## src/rtl/shutdown_dec_pkg.sv

```systemverilog
package shutdown_dec_pkg;

  localparam int PRIO_W = 3;

  typedef enum logic [1:0] {
    RX_ARM   = 2'd0,
    RX_IDLE  = 2'd1,
    RX_FRAME = 2'd2,
    RX_GAP   = 2'd3
  } rx_state_e;

  // A port is switched off when the received code does not exceed its priority value.
  function automatic logic prio_hit(logic [PRIO_W-1:0] code, logic [PRIO_W-1:0] prio);
    return (code <= prio);
  endfunction

endpackage

```

## src/rtl/shutdown_deglitch.sv

```systemverilog
module shutdown_deglitch #(
  parameter int SYNC_STAGES  = 2,
  parameter int DEGLITCH_CYC = 300
) (
  input  logic clk,
  input  logic rst_n,
  input  logic raw_i,
  output logic filt_o
);
  localparam int CW = $clog2(DEGLITCH_CYC + 1);

  logic [SYNC_STAGES-1:0] sync_q;
  logic                   synced_w;
  logic [CW-1:0]          cnt_q;
  logic                   filt_q;

  always_ff @(posedge clk or negedge rst_n) begin
    if (!rst_n) sync_q <= '0;
    else        sync_q <= {sync_q[SYNC_STAGES-2:0], raw_i};
  end
  assign synced_w = sync_q[SYNC_STAGES-1];

  always_ff @(posedge clk or negedge rst_n) begin
    if (!rst_n) begin
      cnt_q  <= '0;
      filt_q <= 1'b0;
    end else if (synced_w == filt_q) begin
      cnt_q <= '0;
    end else if (cnt_q == CW'(DEGLITCH_CYC - 1)) begin
      filt_q <= synced_w;
      cnt_q  <= '0;
    end else begin
      cnt_q <= cnt_q + 1'b1;
    end
  end
  assign filt_o = filt_q;

  // the filtered level only moves toward the synchronised input
  assert_filter_follows_R1: assert property (@(posedge clk) disable iff (!rst_n)
    (filt_q != $past(filt_q)) |-> ($past(synced_w) == filt_q));

endmodule

```

## src/rtl/shutdown_serial_rx.sv

```systemverilog
module shutdown_serial_rx
  import shutdown_dec_pkg::*;
#(
  parameter int BIT_CYC = 2500,
  parameter int GAP_CYC = 2000,
  parameter int ARM_CYC = 20000
) (
  input  logic              clk,
  input  logic              rst_n,
  input  logic              serial_en_i,
  input  logic              din_i,
  output logic [PRIO_W-1:0] code_o,
  output logic              done_o
);
  localparam int MAXC = (ARM_CYC > GAP_CYC) ? ((ARM_CYC > BIT_CYC) ? ARM_CYC : BIT_CYC)
                                            : ((GAP_CYC > BIT_CYC) ? GAP_CYC : BIT_CYC);
  localparam int CW   = $clog2(MAXC + 1);
  localparam int HALF = BIT_CYC / 2;
  localparam int BW   = $clog2(PRIO_W + 1);

  rx_state_e         state_q;
  logic [CW-1:0]     cnt_q;
  logic [BW-1:0]     bidx_q;
  logic [PRIO_W-1:0] shreg_q;
  logic              sample_pt_w;
  logic              last_bit_w;
  logic              start_bad_w;
  logic [CW-1:0]     quiet_lim_w;

  assign sample_pt_w = (state_q == RX_FRAME) && (cnt_q == CW'(HALF));
  assign last_bit_w  = (bidx_q == BW'(PRIO_W));
  assign start_bad_w = sample_pt_w && (bidx_q == '0) && !din_i;
  assign quiet_lim_w = (state_q == RX_ARM) ? CW'(ARM_CYC - 1) : CW'(GAP_CYC - 1);

  always_ff @(posedge clk or negedge rst_n) begin
    if (!rst_n) begin
      state_q <= RX_ARM;
      cnt_q   <= '0;
      bidx_q  <= '0;
      shreg_q <= '0;
    end else if (!serial_en_i) begin
      state_q <= RX_ARM;
      cnt_q   <= '0;
      bidx_q  <= '0;
    end else begin
      unique case (state_q)
        RX_ARM, RX_GAP: begin
          if (din_i) begin
            cnt_q <= '0;
          end else if (cnt_q == quiet_lim_w) begin
            state_q <= RX_IDLE;
            cnt_q   <= '0;
          end else begin
            cnt_q <= cnt_q + 1'b1;
          end
        end
        RX_IDLE: begin
          if (din_i) begin
            state_q <= RX_FRAME;
            cnt_q   <= CW'(1);
            bidx_q  <= '0;
          end
        end
        RX_FRAME: begin
          if (cnt_q == CW'(BIT_CYC - 1)) begin
            cnt_q  <= '0;
            bidx_q <= bidx_q + 1'b1;
          end else begin
            cnt_q <= cnt_q + 1'b1;
          end
          if (sample_pt_w) begin
            if (start_bad_w || last_bit_w) begin
              state_q <= RX_GAP;
              cnt_q   <= '0;
            end
            if (bidx_q != '0) shreg_q <= {shreg_q[PRIO_W-2:0], din_i};
          end
        end
        default: state_q <= RX_ARM;
      endcase
    end
  end

  assign code_o = {shreg_q[PRIO_W-2:0], din_i};
  assign done_o = sample_pt_w && last_bit_w;

  // the arming state is left only while serial mode is held
  assert_arm_needs_mode_R7: assert property (@(posedge clk) disable iff (!rst_n)
    (state_q != RX_ARM) |-> $past(serial_en_i));

  // idle is entered only after a low input
  assert_idle_after_quiet_R8: assert property (@(posedge clk) disable iff (!rst_n)
    (state_q == RX_IDLE && $past(state_q) != RX_IDLE) |-> !$past(din_i));

  // an aborted start never completes a frame
  assert_false_start_R9: assert property (@(posedge clk) disable iff (!rst_n)
    start_bad_w |=> (state_q == RX_GAP));

endmodule

```

## src/rtl/shutdown_prio_cmp.sv

```systemverilog
module shutdown_prio_cmp
  import shutdown_dec_pkg::*;
#(
  parameter int NUM_PORTS = 8
) (
  input  logic                        valid_i,
  input  logic [PRIO_W-1:0]           code_i,
  input  logic [NUM_PORTS*PRIO_W-1:0] prio_flat_i,
  output logic [NUM_PORTS-1:0]        hit_o
);
  for (genvar g = 0; g < NUM_PORTS; g++) begin : g_port
    assign hit_o[g] = valid_i & prio_hit(code_i, prio_flat_i[g*PRIO_W +: PRIO_W]);
  end

  // a port that is switched off implies all ports of equal or lower importance switch off too
  always_comb begin
    if (valid_i) begin
      for (int i = 0; i < NUM_PORTS; i++) begin
        for (int j = 0; j < NUM_PORTS; j++) begin
          if (hit_o[i] && (prio_flat_i[j*PRIO_W +: PRIO_W] >= prio_flat_i[i*PRIO_W +: PRIO_W]))
            assert_monotonic_R5: assert (hit_o[j]);
        end
      end
    end
  end

endmodule

```

## src/rtl/shutdown_prio_decoder.sv

```systemverilog
module shutdown_prio_decoder
  import shutdown_dec_pkg::*;
#(
  parameter int NUM_PORTS    = 8,
  parameter int SYNC_STAGES  = 2,
  parameter int DEGLITCH_CYC = 300,
  parameter int BIT_CYC      = 2500,
  parameter int GAP_CYC      = 2000,
  parameter int ARM_CYC      = 20000
) (
  input  logic                        clk,
  input  logic                        rst_n,
  input  logic                        shdn_raw_i,
  input  logic                        serial_mode_i,
  input  logic [NUM_PORTS-1:0]        low_prio_mask_i,
  input  logic [NUM_PORTS*PRIO_W-1:0] prio_flat_i,
  output logic [NUM_PORTS-1:0]        port_off_o
);
  logic                 filt_w;
  logic                 filt_q;
  logic                 level_rise_w;
  logic                 frame_done_w;
  logic [PRIO_W-1:0]    frame_code_w;
  logic [NUM_PORTS-1:0] serial_hit_w;
  logic [NUM_PORTS-1:0] off_d;
  logic [NUM_PORTS-1:0] off_q;

  shutdown_deglitch #(
    .SYNC_STAGES (SYNC_STAGES),
    .DEGLITCH_CYC(DEGLITCH_CYC)
  ) u_deglitch (
    .clk   (clk),
    .rst_n (rst_n),
    .raw_i (shdn_raw_i),
    .filt_o(filt_w)
  );

  shutdown_serial_rx #(
    .BIT_CYC(BIT_CYC),
    .GAP_CYC(GAP_CYC),
    .ARM_CYC(ARM_CYC)
  ) u_rx (
    .clk        (clk),
    .rst_n      (rst_n),
    .serial_en_i(serial_mode_i),
    .din_i      (filt_w),
    .code_o     (frame_code_w),
    .done_o     (frame_done_w)
  );

  shutdown_prio_cmp #(
    .NUM_PORTS(NUM_PORTS)
  ) u_cmp (
    .valid_i    (frame_done_w),
    .code_i     (frame_code_w),
    .prio_flat_i(prio_flat_i),
    .hit_o      (serial_hit_w)
  );

  always_ff @(posedge clk or negedge rst_n) begin
    if (!rst_n) filt_q <= 1'b0;
    else        filt_q <= filt_w;
  end

  assign level_rise_w = filt_w & ~filt_q & ~serial_mode_i;

  always_comb begin
    if (serial_mode_i)     off_d = serial_hit_w;
    else if (level_rise_w) off_d = low_prio_mask_i;
    else                   off_d = '0;
  end

  always_ff @(posedge clk or negedge rst_n) begin
    if (!rst_n) off_q <= '0;
    else        off_q <= off_d;
  end
  assign port_off_o = off_q;

  // every request is a single-cycle pulse
  assert_pulse_width_R10: assert property (@(posedge clk) disable iff (!rst_n)
    (port_off_o != '0) |=> (port_off_o == '0));

  // level-mode requests stay within the low-priority mask
  assert_level_in_mask_R2: assert property (@(posedge clk) disable iff (!rst_n)
    (!$past(serial_mode_i) && port_off_o != '0) |-> ((port_off_o & ~$past(low_prio_mask_i)) == '0));

endmodule

```

## config.mk

```make
export PLATFORM = sky130hd
export DESIGN_NAME = shutdown_prio_decoder
export DESIGN_NICKNAME = d
export VERILOG_FILES = /design/src/rtl/shutdown_dec_pkg.sv /design/src/rtl/shutdown_deglitch.sv /design/src/rtl/shutdown_serial_rx.sv /design/src/rtl/shutdown_prio_cmp.sv /design/src/rtl/shutdown_prio_decoder.sv
export SDC_FILE = /design/constraint.sdc
export NUM_CORES = 1
export LEC_CHECK = 0
export ABC_AREA = 1
export BUFFER_PORTS_ARGS = -buffer_cell sky130_fd_sc_hd__clkbuf_2
export CORE_MARGIN = 1
export CORE_UTILIZATION = 30
export CTS_BUF_LIST = sky130_fd_sc_hd__clkbuf_8 sky130_fd_sc_hd__clkbuf_16
export DETAILED_ROUTE_END_ITERATION = 6
export PLACE_DENSITY = 0.52
export SETUP_SLACK_MARGIN = 0.5
export SKIP_LAST_GASP = 1
export SYNTH_ARGS = -nofsm -noshare
export SYNTH_HDL_FRONTEND = slang
export SYNTH_SLANG_ARGS = --single-unit
export TNS_END_PERCENT = 20
```

## constraint.sdc

```tcl
create_clock -name clk -period 2.1 [get_ports clk]
set_input_delay 0.42 -clock clk [delete_from_list [all_inputs] [get_ports clk]]
set_output_delay 0.42 -clock clk [all_outputs]
set_load 0.02 [all_outputs]
```

=== Word-level counts from Yosys, hierarchy flattened ===
Index checks and enable logic that the tools add are counted.

* Input bits: 36
* Memories: 0
* Logic and storage cells: 87
* Bits in writable memories: 0
* Memory bits (read-only): 0
* Register bits: 42
* Latch bits: 0

* $mul: 0
* Magnitude comparators: 8
* Div/mod/pow operators: 0
* $add $sub $neg: 3
* Reduce and logical (&&, ||, !) cells: 14
* Equality and inequality tests: 16
* Shift-type cells: 0
* Muxes and demuxes: 24
* Bitwise operators: 13

{| class="wikitable"
|+ Operators by type and width
! cell !! number
|-
| $mux W15 || 8
|-
| $pmux W15 S3 || 1
|-
| $le A3 B3 Y1 || 8
|-
| $mux W2 || 9
|-
| $mux W9 || 2
|-
| $mux W8 || 2
|-
| $add A15 B1 Y15 const B || 1
|-
| $eq A15 B11 Y1 const B || 1
|-
| $eq A15 B12 Y1 const B || 1
|-
| $eq A15 B15 Y1 || 1
|-
| $ne A3 B3 Y1 const B || 4
|-
| $and A1 B1 Y1 || 10
|-
| $add A9 B1 Y9 const B || 1
|-
| $eq A9 B9 Y1 const B || 1
|-
| $eq A2 B2 Y1 const B || 3
|-
| $ne A3 B2 Y1 const B || 2
|-
| $pmux W2 S3 || 1
|-
| $reduce_and A5 Y1 || 1
|-
| $logic_and A1 B1 Y1 || 4
|-
| $logic_not A2 Y1 || 2
|-
| $pmux W2 S2 || 1
|-
| $reduce_and A4 Y1 || 1
|-
| $ne A3 B1 Y1 const B || 1
|-
| $not A1 Y1 || 3
|-
| other kinds (9) || 9
|}

=== Depth between registers and ports, before layout ===
Gate-level depths: netlist of the first run.

* Depth in word-level cells: 9
* Gate-level depth with buffers: 12
* Mapped depth without buffers: 11

=== Hierarchy ===
A second synthesis of the first run with hierarchy kept.

* Cells, all modules: 427
* Area total of the unflattened synthesis: 3159.3 sq um

{| class="wikitable"
|+ Modules (own cells, without submodules)
! module !! cells each !! times used !! area each (sq um) !! sequential area each (sq um)
|-
| shutdown_serial_rx || 231 || 1 || 1606.5 || 525.5
|-
| shutdown_prio_cmp || 90 || 1 || 599.3 || 0.0
|-
| shutdown_deglitch || 70 || 1 || 591.8 || 300.3
|-
| shutdown_prio_decoder || 36 || 1 || 361.6 || 225.2
|}

=== Worst setup path after synthesis of the first run ===
Ideal clock, no wire load.

* Path type: flip-flop to flip-flop
* From: register u_rx.cnt_q[0]
* To: register u_rx.cnt_q[5]
* Path slack: 565 ps
* Buffers on the path: 1
* Data arrival time: 1421 ps
* Required time: 1986 ps
* Clock period less this slack: 1535 ps
* Cell stages (with the launch flop): 13
* Cells stage by stage: dfrtp_1 > inv_1 > ha_1 > inv_1 > nor2_1 > nand2_1 > nor2_1 > nand3_1 > nand3_2 > nand3_2 > buf_6 > nand3_1 > inv_1

* Word-level cells in the longest chain between the ends: 9

{| class="wikitable"
|+ Ends and longest elaborated chain
! item !! RTL line !! RTL
|-
| start: declaration || shutdown_serial_rx.sv:22 || <nowiki>logic [CW-1:0] cnt_q;</nowiki>
|-
| start signal: assignment || shutdown_serial_rx.sv:54 || <nowiki>cnt_q <= cnt_q + 1'b1;</nowiki>
|-
| start signal: assignment || shutdown_serial_rx.sv:69 || <nowiki>cnt_q <= cnt_q + 1'b1;</nowiki>
|-
| parallel branches: the longest is 7 deep, another holds $add A15 B1 Y15 || - ||
|-
| $pmux W15 S3 (*) || shutdown_serial_rx.sv:46 || <nowiki>unique case (state_q)</nowiki>
|-
| $mux W15 (*) || shutdown_serial_rx.sv:41 || <nowiki>end else if (!serial_en_i) begin</nowiki>
|}

Every way passes the cells marked *.
A chain may end at the register's enable or synchronous reset.

=== Worst setup path after layout of the first run ===
* From: register u_rx.state_q[0]
* To: register u_rx.cnt_q[8]

* Word-level cells in the longest chain between the ends: 9

{| class="wikitable"
|+ Ends and longest elaborated chain
! item !! RTL line !! RTL
|-
| start: declaration || shutdown_serial_rx.sv:21 || <nowiki>rx_state_e state_q;</nowiki>
|-
| start signal: assignment || shutdown_serial_rx.sv:37 || <nowiki>state_q <= RX_ARM;</nowiki>
|-
| start signal: assignment || shutdown_serial_rx.sv:42 || <nowiki>state_q <= RX_ARM;</nowiki>
|-
| start signal: assignment || shutdown_serial_rx.sv:51 || <nowiki>state_q <= RX_IDLE;</nowiki>
|-
| parallel branches: the longest is 9 deep, another holds $mux W15 || - ||
|}

Parallel ways; which one is timed is not known.

==> impl_metrics.env, run 1 <==
export IMPL_status="completed"
export IMPL_route_detailed_drc=0
export IMPL_place_ws_ns=0.213
export IMPL_io_pins=44
export IMPL_vias_per_cell=4.80
export IMPL_setup_slack_ns=0.459
export IMPL_ir_drop_mv=0.273
export IMPL_combPwrFrac_pct=36.9
export IMPL_wl_per_cell_microns=12.5
export IMPL_maxSlewHeadroom_pct=64.5
export IMPL_yosys_warnings=0
export IMPL_p_per_area_mw_per_mm2=692
export IMPL_nFillCells=938
export IMPL_power_switching_mw=0.876
export IMPL_htree_levels=2
export IMPL_slew_viol_final=0
export IMPL_die_h_microns=99.3
export IMPL_clkTransAtPathRegs_ns=0.08
export IMPL_swShare_pct=35.5
export IMPL_final_setup_skew_ns=0.00675
export IMPL_row_count=35
export IMPL_grt_pass1_wl_microns=11300
export IMPL_nets=482
export IMPL_stdcell_count=526
export IMPL_initial_core_util_pct=30.9
export IMPL_grt_pass1_vias=2499
export IMPL_post_route_util_pct=38.8
export IMPL_drive_above_1_share_pct=28.2
export IMPL_clkSinkCount=42
export IMPL_clk_latency_ns=0.29
export IMPL_syn_num_nets=417
export IMPL_worstSetupStartpoint="u_rx.state_q[0]$_DFFE_PN0P_"
export IMPL_cp_required_ns=2.29
export IMPL_root_buffer="clkbuf_8"
export IMPL_syn_area_per_cell_sq_um=8.14
export IMPL_final_period_utilization_pct=78.2
export IMPL_yosysUniqueCellTypes=32
export IMPL_tightest_slew_ns=0.531
export IMPL_core_sq_mm=0.00920
export IMPL_grt_max_degree=43
export IMPL_clk_path_buf_depth=2
export IMPL_drt_iter0_markers=92
export IMPL_vias=2524
export IMPL_die_area_sq_mm=0.00986
export IMPL_cts_buffers=5
export IMPL_yosysSeqAreaShare_pct=37.0
export IMPL_leakage_nw=1.87
export IMPL_setup_tns_ns=0
export IMPL_drt_antenna_violating_nets=0
export IMPL_grt_usage_pct=14.2
export IMPL_fp_dieW_microns=99.3
export IMPL_ys_ff_latch=42
export IMPL_dp_cells=503
export IMPL_area_delta_synth_final_pct=25.5
export IMPL_finalCriticalPeriod_ns=1.64
export IMPL_crit_type="reg -> reg"
export IMPL_routed_wl_microns=6560
export IMPL_rsz0062_at_grt="yes"
export IMPL_globalplace_congestion=0.829
export IMPL_path_max_fanout=6
export IMPL_max_freq_mhz=609
export IMPL_gr_total_overflow=0
export IMPL_power_frac_clock_pct=25.7
export IMPL_netlist_instances=349
export IMPL_internal_power_mw=1.59
export IMPL_share_seq_of_total_power_pct=37.3
export IMPL_r2r_start="u_rx.state_q[0]$_DFFE_PN0P_"
export IMPL_antenna_found_initial=0
export IMPL_hold_path_class="in -> async"
export IMPL_netlist_area_sq_mm=0.00284
export IMPL_io_buffers=43
export IMPL_dr_pass1_iters=4
export IMPL_crit_path_end_kind="flop"
export IMPL_cts_tree="done"
export IMPL_final_hold_viol_count=0
export IMPL_cap_violations=0
export IMPL_cp_arrival_ns=1.83
export IMPL_place_hpwl_microns=4760
export IMPL_setup_viol=0
export IMPL_num_antenna_cells=0
export IMPL_startpoint_type="flop"
==> power by group through the flow <==
stage,Sequential [mW],Clock (mW),Combinational [mW]
2_1_floorplan,0.916,0,0.480
3_3_place_gp,0.924,0,0.608
3_5_place_dp,0.925,0,0.622
4_1_cts,0.907,0.665,0.804
5_1_grt,0.930,0.696,1.01
6_report,0.921,0.635,0.912
==> registers in the layout, summed over array words and instances, names as in the netlist <==
signal             flops
filt_q                 1
port_off_o             8
u_deglitch.cnt_q       9
u_deglitch.filt_o      1
u_deglitch.sync_q      2
u_rx.bidx_q            2
u_rx.cnt_q            15
u_rx.shreg_q           2
u_rx.state_q           2
==> cell families (layout without fill, tap and decap cells) <==
logic type	after synthesis	in the layout	share of synthesized area, %
AND/OR/NAND/NOR	150	151	27.2
buffers and inverters	69	134	9.73
AO/OA/AOI/OAI	51	51	10.4
flip-flops	42	42	37.0
adder cells (fa/ha/maj)	32	32	14.1
XOR/XNOR	4	4	1.23
multiplexers	1	1	0.396
==> path summary, 6_finish.rpt <==
kind	end	slack (ns)	depth (start not counted)
max in group asynchronous	u_rx.cnt_q[9]$_DFFE_PN0P_	1.52	2
worst max register to register	u_rx.cnt_q[8]$_DFFE_PN0P_	0.46	11
worst min register to register	u_deglitch.sync_q[1]$_DFF_PN0_	0.36	0
worst max-delay path	u_rx.cnt_q[8]$_DFFE_PN0P_	0.46	11
min in group clk	u_deglitch.sync_q[0]$_DFF_PN0_	0.23	1
worst min-delay path	u_rx.state_q[1]$_DFFE_PN0P_	0.19	2
==> repair_timing <==
| item | CTS | global route |
|---|---|---|
| setup endpoints to repair | 27 | 34 |
| hold buffers | 0 | 0 |
| setup buffers | 9 | 5 |
| gates cloned | 1 | 0 |
| pin swaps | 7 | 7 |
| gates resized for setup | 19 | 19 |
==> cell usage after synthesis, drive strengths merged <==
cell	count	area, sq um
inv	65	246
nor3	7	40.0
or2	1	6.26
nor3b	2	15.0
nand2	46	175
dfrtp	42	1050
o21bai	2	15.0
xnor2	1	8.76
nand3b	10	75.1
o21ai	21	109
xor2	3	26.3
nor2	31	136
a21oi	19	95.1
ha	32	400
nand4	9	56.3
nand3	44	268
a32oi	8	70.1
a31oi	1	6.26
buf	3	26.3
clkbuf	1	3.75
mux2	1	11.3
==> placed cells by master (no fill, tap or decap), types with 17 or more instances in the layout <==
cell / Yosys / final
nand3_1: 36 / 34
nor2_1: 27 / 22
inv_1: 59 / 55
nand2_1: 45 / 43
a21oi_1: 19 / 17
clkbuf_2: 0 / 43
buf_4: 2 / 18
ha_1: 32 / 27
dfrtp_1: 42 / 40
o21ai_0: 18 / 17
==> final cells by class <==
class                           instances  area (sq um)  share of cell area, %
Timing Repair Buffer                   61           350                   9.82
Clock inverter                          3          41.3                   1.16
Tap cell                              111           139                   3.89
Clock buffer                            5          68.8                   1.93
Multi-Input combinational cell        239          1670                   46.7
Sequential cell                        42          1050                   29.5
Inverter                               65           249                   6.98
==> stage by stage <==
stage	hold slack (ns)	total power [mW]	area [sq um]
finish	0.188	2.47	3570
global route	0.222	2.64	3570
CTS	0.204	2.38	3460
detailed placement	0.343	1.55	3200
global placement	0.339	1.53	3200
floorplan	0.124	1.40	2840
==> metal layers <==
layer  vias to the layer above  share of wire (%)  track usage [%]  wire, microns
li1                       1313                  -                -              -
met1                      1141                 48             18.2           3160
met2                        60                 47             24.5           3060
met3                        10                3.8             2.53            248
met4                         0                1.4             4.41             89
met5                         -                  0                0              0
==> critical path: stages, from the launching register on <==
cell and delay, ns:
dfrtp_1 0.40, buf_4 0.15, ha_4 0.17, nand3_4 0.12, inv_6 0.05, nor2_4 0.13
nand2_4 0.07, nor2_4 0.17, inv_2 0.06, buf_4 0.13, nand3_2 0.05, inv_1 0.04
Power figures use the tool's default switching activity.
==> run 2: changes to the inputs <==
--- a/config.mk
+++ b/config.mk
@@ -11,7 +11,7 @@
 export CORE_UTILIZATION = 30
 export CTS_BUF_LIST = sky130_fd_sc_hd__clkbuf_8 sky130_fd_sc_hd__clkbuf_16
 export DETAILED_ROUTE_END_ITERATION = 6
-export PLACE_DENSITY = 0.52
+export PLACE_DENSITY = 0.53
 export SETUP_SLACK_MARGIN = 0.5
 export SKIP_LAST_GASP = 1
 export SYNTH_ARGS = -nofsm -noshare
==> constraint.sdc (replaced) <==
create_clock -name clk -period 1.4 [get_ports clk]
set_input_delay 0.28 -clock clk [delete_from_list [all_inputs] [get_ports clk]]
set_output_delay 0.28 -clock clk [all_outputs]
set_load 0.02 [all_outputs]
==> impl_metrics.env, run 2 (synthesis results as in run 1) <==
export IMPL_status="finished with violations"
export IMPL_violations="negative setup slack"
export IMPL_path_max_fanout=5
export IMPL_fp_dieW_microns=99.3
export IMPL_cts_tree="done"
export IMPL_grt_pass1_vias=2659
export IMPL_drt_antenna_violating_nets=0
export IMPL_r2r_start="u_rx.cnt_q[12]$_DFFE_PN0P_"
export IMPL_row_count=35
export IMPL_cp_endpoint="u_rx.cnt_q[9]$_DFFE_PN0P_"
export IMPL_worstSetupStartpoint="u_rx.cnt_q[12]$_DFFE_PN0P_"
export IMPL_cp_cell_sequence="nor2_1 -> nand2_1 -> nor2_1 -> a21oi_1 -> nand3_4 -> nand3_4 -> clkbuf_16 -> nand3_2 -> inv_1"
export IMPL_timing_rr_end="u_rx.cnt_q[9]$_DFFE_PN0P_"
export IMPL_final_hold_viol_count=0
export IMPL_final_period_utilization_pct=121
export IMPL_slowest_delay_ns=0.42
export IMPL_combPwrFrac_pct=42.1
export IMPL_num_antenna_cells=0
export IMPL_max_freq_mhz=590
export IMPL_clkSinkCount=42
export IMPL_drive_above_1_share_pct=34.0
export IMPL_nets=523
export IMPL_root_buffer="clkbuf_8"
export IMPL_share_seq_of_total_power_pct=33.6
export IMPL_slew_viol_final=0
export IMPL_hold_path_class="in -> reg"
export IMPL_critical_path_slowest_cell="dfrtp_1"
export IMPL_final_setup_skew_ns=0.00727
export IMPL_io_buffers=43
export IMPL_tightest_slew_ns=0.297
export IMPL_clk_path_buf_depth=2
export IMPL_power_switching_mw=1.38
export IMPL_grt_max_degree=43
export IMPL_drt_iter0_markers=82
export IMPL_finalCriticalPeriod_ns=1.70
export IMPL_dp_cells=555
export IMPL_final_cell_mix="55 x buf_4, 52 x inv_1, 43 x clkbuf_2"
export IMPL_grt_pass1_wl_microns=11900
export IMPL_routed_wl_microns=7050
export IMPL_core_sq_mm=0.00920
export IMPL_clk_latency_ns=0.30
export IMPL_internal_power_mw=2.67
export IMPL_startpoint_type="flop"
export IMPL_vias=2667
export IMPL_leakage_nw=2.06
export IMPL_die_area_sq_mm=0.00986
export IMPL_dr_pass1_iters=4
export IMPL_route_detailed_drc=0
export IMPL_power_mw=4.05
export IMPL_crit_type="reg -> reg"
export IMPL_wl_per_cell_microns=12.4
export IMPL_regMostFlops="u_rx.cnt_q"
export IMPL_antenna_found_initial=0
export IMPL_globalplace_congestion=0.904
export IMPL_crit_path_end_kind="flop"
export IMPL_rsz0062_at_grt="yes"
export IMPL_die_h_microns=99.3
export IMPL_place_hpwl_microns=5310
export IMPL_setup_slack_ns=-0.296
export IMPL_cp_required_ns=1.60
export IMPL_largest_register_ffs=15
export IMPL_maxSlewHeadroom_pct=80.2
export IMPL_initial_core_util_pct=30.9
export IMPL_stdcell_count=567
export IMPL_swShare_pct=34.1
export IMPL_power_frac_clock_pct=24.3
export IMPL_setup_viol=29
export IMPL_reg2reg_slack_ns=-0.30
export IMPL_p_per_area_mw_per_mm2=1040
export IMPL_area_delta_synth_final_pct=36.9
export IMPL_final_common_cell="buf_4"
export IMPL_grt_usage_pct=15.0
export IMPL_gr_total_overflow=0
export IMPL_ir_drop_mv=0.458
export IMPL_hold_slack_ns=0.0859
export IMPL_cts_buffers=5
export IMPL_post_route_util_pct=42.3
export IMPL_vias_per_cell=4.70
export IMPL_io_pins=44
export IMPL_cp_arrival_ns=1.90
export IMPL_reg2reg_depth=9
export IMPL_cap_violations=0
export IMPL_htree_levels=2
export IMPL_clkTransAtPathRegs_ns=0.08
run 2: changes by cell type in the layout (fill, tap and decap cells not counted), sizes merged:
cell         change
buf             +40
clkbuf           +1
dlygate4sd3      +1
nand3            -1
run 2: worst min-delay path by stage:
stage	depth (start not counted)	startpoint	slack, ns	end
2_1_floorplan	0	rst_n	-0.02	filt_q$_DFF_PN0_
3_3_place_gp	2	rst_n	0.28	u_rx.cnt_q[8]$_DFFE_PN0P_
3_5_place_dp	2	rst_n	0.28	u_rx.cnt_q[8]$_DFFE_PN0P_
4_1_cts	1	shdn_raw_i	0.08	u_deglitch.sync_q[0]$_DFF_PN0_
5_1_grt	1	shdn_raw_i	0.08	u_deglitch.sync_q[0]$_DFF_PN0_
6_report	1	shdn_raw_i	0.09	u_deglitch.sync_q[0]$_DFF_PN0_
run 2: through the flow:
stage,worst slack [ns],area [sq um],TNS (ns)
6_report,-0.296,3890,-6.24
5_1_grt,-0.421,3890,-11.00
4_1_cts,-0.276,3770,-6.04
3_5_place_dp,-0.289,3630,-5.96
3_3_place_gp,-0.261,3630,-5.59
2_1_floorplan,-0.127,2860,-1.55
run 2: power groups by stage:
stage | combinational [mW] | sequential, mW | clock [mW]
2_1_floorplan | 0.742 | 1.38 | 0
3_3_place_gp | 1.37 | 1.37 | 0
3_5_place_dp | 1.37 | 1.38 | 0
4_1_cts | 1.44 | 1.35 | 1.02
5_1_grt | 1.87 | 1.37 | 1.07
6_report | 1.71 | 1.36 | 0.984
run 2: critical path, delay by kind of cell (launching register included):
| family | cells | cell delay, ns |
|---|---|---|
| buffers and inverters | 2 | 0.22 |
| AOI/OAI and AO/OA | 1 | 0.17 |
| and+or+nand+nor | 6 | 0.80 |
| DFF | 1 | 0.42 |
run 2: cell type report:
cell class                      instances  area (sq um)
Fill cell                             942          5310
Multi-Input combinational cell        238          1630
Sequential cell                        42          1050
Timing Repair Buffer                  103           714
Inverter                               65           246
Tap cell                              111           139
Clock buffer                            5          68.8
Clock inverter                          3          41.3
run 2: what timing repair did:
item | in CTS | in global routing
pin swaps | 1 | 3
resized for setup | 2 | 25
hold buffers | 1 | 0
gates cloned | 0 | 1
endpoints found under the setup margin | 47 | 47
buffers inserted | 2 | 0
hold endpoints to repair | 42 | 0
run 2: layer usage:
layer  vias up  global-route usage (%)  part of all wire, %
met5         -                       0                    0
met4         0                    3.96                 0.79
met3         5                    2.53                  3.6
met2        52                    25.7                   48
met1      1224                    19.7                   48
li1       1386                       -                    -
==> run 3: changes to the inputs <==
--- a/config.mk
+++ b/config.mk
@@ -5,7 +5,6 @@
 export SDC_FILE = /design/constraint.sdc
 export NUM_CORES = 1
 export LEC_CHECK = 0
-export ABC_AREA = 1
 export BUFFER_PORTS_ARGS = -buffer_cell sky130_fd_sc_hd__clkbuf_2
 export CORE_MARGIN = 1
 export CORE_UTILIZATION = 30
==> impl_metrics.env, run 3 <==
export IMPL_status="finished with violations"
export IMPL_violations="negative setup slack"
export IMPL_final_cell_mix="64 x buf_4, 43 x clkbuf_2, 42 x dfrtp_1"
export IMPL_row_count=34
export IMPL_clkSinkCount=42
export IMPL_grt_usage_pct=14.7
export IMPL_root_buffer="clkbuf_8"
export IMPL_synth_compound_area_share_pct=13.9
export IMPL_antenna_found_initial=0
export IMPL_globalplace_congestion=0.767
export IMPL_setup_tns_ns=-19.78
export IMPL_synthSimpleGateAreaFrac_pct=19.9
export IMPL_cp_arrival_ns=2.40
export IMPL_ir_drop_mv=0.429
export IMPL_synthMuxAreaShare_pct=1.26
export IMPL_die_h_microns=96.7
export IMPL_route_detailed_drc=0
export IMPL_syn_area_per_cell_sq_um=9.31
export IMPL_path_max_fanout=6
export IMPL_tightest_slew_ns=0.381
export IMPL_max_freq_mhz=454
export IMPL_slew_viol_final=0
export IMPL_routed_wl_microns=6360
export IMPL_dr_pass1_iters=4
export IMPL_syn_num_nets=357
export IMPL_yosysSeqAreaShare_pct=39.1
export IMPL_cts_buffers=5
export IMPL_rsz0062_at_grt="yes"
export IMPL_min_delay_start="shdn_raw_i"
export IMPL_ys_ff_latch=42
export IMPL_io_buffers=43
export IMPL_cts_tree="done"
export IMPL_drive_above_1_share_pct=32.7
export IMPL_crit_path_end_kind="flop"
export IMPL_clkTransAtPathRegs_ns=0.09
export IMPL_finalInstanceArea_sq_mm=0.00371
export IMPL_vias_per_cell=4.66
export IMPL_synth_top_family_by_area="simple AND/OR/NAND/NOR gates"
export IMPL_grt_pass1_vias=2530
export IMPL_r2r_start="u_rx.cnt_q[11]$_DFFE_PN0P_"
export IMPL_drt_antenna_violating_nets=0
export IMPL_place_area_sq_mm=0.00353
export IMPL_synth_fa_ha_area_share_pct=14.9
export IMPL_holdPathEnd="u_deglitch.sync_q[0]$_DFF_PN0_"
export IMPL_grt_use_met3_pct=2.38
export IMPL_fp_dieW_microns=96.7
export IMPL_yosys_warnings=0
export IMPL_gr_total_overflow=0
export IMPL_vias=2387
export IMPL_largest_register_ffs=15
export IMPL_startpoint_type="flop"
export IMPL_wl_per_cell_microns=12.4
export IMPL_post_route_util_pct=42.5
export IMPL_core_sq_mm=0.00872
export IMPL_final_common_cell="buf_4"
export IMPL_place_ws_ns=-0.808
export IMPL_clk_path_buf_depth=2
export IMPL_grt_max_degree=43
export IMPL_synthArstFlopShare_pct=100
export IMPL_leakage_nw=1.97
export IMPL_cp_required_ns=1.59
export IMPL_netlist_area_sq_mm=0.00269
export IMPL_htree_levels=2
export IMPL_nFillCells=866
export IMPL_regMostFlops="u_rx.cnt_q"
export IMPL_final_period_utilization_pct=157
export IMPL_nets=471
export IMPL_power_mw=3.58
export IMPL_synth_edf_count=0
export IMPL_netlist_instances=289
export IMPL_io_pins=44
export IMPL_finalCriticalPeriod_ns=2.20
export IMPL_synthFlopType="dfrtp_1"
export IMPL_setup_viol=30
export IMPL_synth_most_common_cell="dfrtp_1"
export IMPL_clk_latency_ns=0.30
export IMPL_hold_depth=1
export IMPL_initial_core_util_pct=30.9
export IMPL_synth_top_area_share_pct=39.1
export IMPL_drt_iter0_markers=55
export IMPL_synth_largest_area_cell="dfrtp_1"
export IMPL_final_setup_skew_ns=0.00344
export IMPL_num_antenna_cells=0
export IMPL_crit_type="reg -> reg"
export IMPL_grt_util_met2_pct=25.0
export IMPL_timing_rr_end="u_rx.cnt_q[14]$_DFFE_PN0P_"
export IMPL_reg2reg_slack_ns=-0.80
export IMPL_place_hpwl_microns=5020
export IMPL_yosysUniqueCellTypes=47
export IMPL_grt_pass1_wl_microns=11300
export IMPL_grtUsageMet1_pct=19.0
export IMPL_ys_top_cells_by_area="dfrtp_1 39%, ha_1 15%, inv_1 4.3%"
export IMPL_reg2reg_depth=6
export IMPL_synth_commonest_cells="42 x dfrtp_1, 32 x ha_1, 31 x inv_1"
export IMPL_area_delta_synth_final_pct=37.7
export IMPL_maxSlewHeadroom_pct=74.6
export IMPL_synth_xor_area_share_pct=5.86
export IMPL_final_hold_viol_count=0
export IMPL_p_per_area_mw_per_mm2=967
export IMPL_cap_violations=0
export IMPL_die_area_sq_mm=0.00935
export IMPL_setup_slack_ns=-0.803
export IMPL_hold_path_class="in -> reg"
export IMPL_busiest_layer="met2"
-- run 3: cell type report --
class,count,area (sq um),area share [%]
flip-flops and latches,42,1050,28.4
clock buffers,5,68.8,1.86
multi-input cells,212,1540,41.6
inverters,31,116,3.14
repair buffers,111,748,20.2
clock inverters,3,43.8,1.18
well taps,108,135,3.65
-- run 3: layer usage --
metal	vias to the layer above	share of wire, %
li1	1251	-
met1	1087	48
met2	41	47
met3	8	3.0
met4	0	1.4
met5	-	0
-- run 3: where the power goes --
group	internal (mW)	total, mW	switching (mW)
clock	0.535	0.993	0.458
combinational	0.661	1.28	0.614
sequential	1.28	1.32	0.0364
-- run 3: how the worst max path moves through the flow --
stage,startpoint,end,slack [ns]
2_1_floorplan,u_rx.cnt_q[11]$_DFFE_PN0P_,u_rx.cnt_q[10]$_DFFE_PN0P_,-0.74
3_3_place_gp,u_rx.cnt_q[14]$_DFFE_PN0P_,u_rx.cnt_q[14]$_DFFE_PN0P_,-0.77
3_5_place_dp,u_rx.cnt_q[14]$_DFFE_PN0P_,u_rx.cnt_q[14]$_DFFE_PN0P_,-0.81
4_1_cts,u_rx.cnt_q[11]$_DFFE_PN0P_,u_rx.cnt_q[14]$_DFFE_PN0P_,-0.79
5_1_grt,u_rx.cnt_q[11]$_DFFE_PN0P_,u_rx.cnt_q[14]$_DFFE_PN0P_,-0.86
6_report,u_rx.cnt_q[11]$_DFFE_PN0P_,u_rx.cnt_q[14]$_DFFE_PN0P_,-0.80
-- run 3: worst max-delay path, cell delays in order, from the launching register on --
cell,delay [ns]
dfrtp_1,0.38
or4b_4,0.55
or4_4,0.44
o2111a_2,0.34
nor3_4,0.19
buf_6,0.15
nor2_1,0.04
-- run 3: logic make-up after synthesis --
logic type | count (synthesis)
xor+xnor | 18
buf+inv | 35
simple gates | 101
mux | 3
fa+ha+maj | 32
compound gates | 58
flops | 42
-- run 3: stage by stage --
stage,std cells,hold WS [ns]
after CTS,511,0.0747
after detailed placement,502,0.281
final,512,0.0788
after global placement,502,0.276
after global routing,512,0.0754
after floorplan,289,-0.0156
-- run 3: what timing repair did --
item                       in CTS  in global routing
setup endpoints to repair      47                 47
pin swaps                       4                  2
gates resized for setup         3                  6
buffers inserted                0                  1
hold buffers                    1                  0
hold endpoints to repair       42                  0
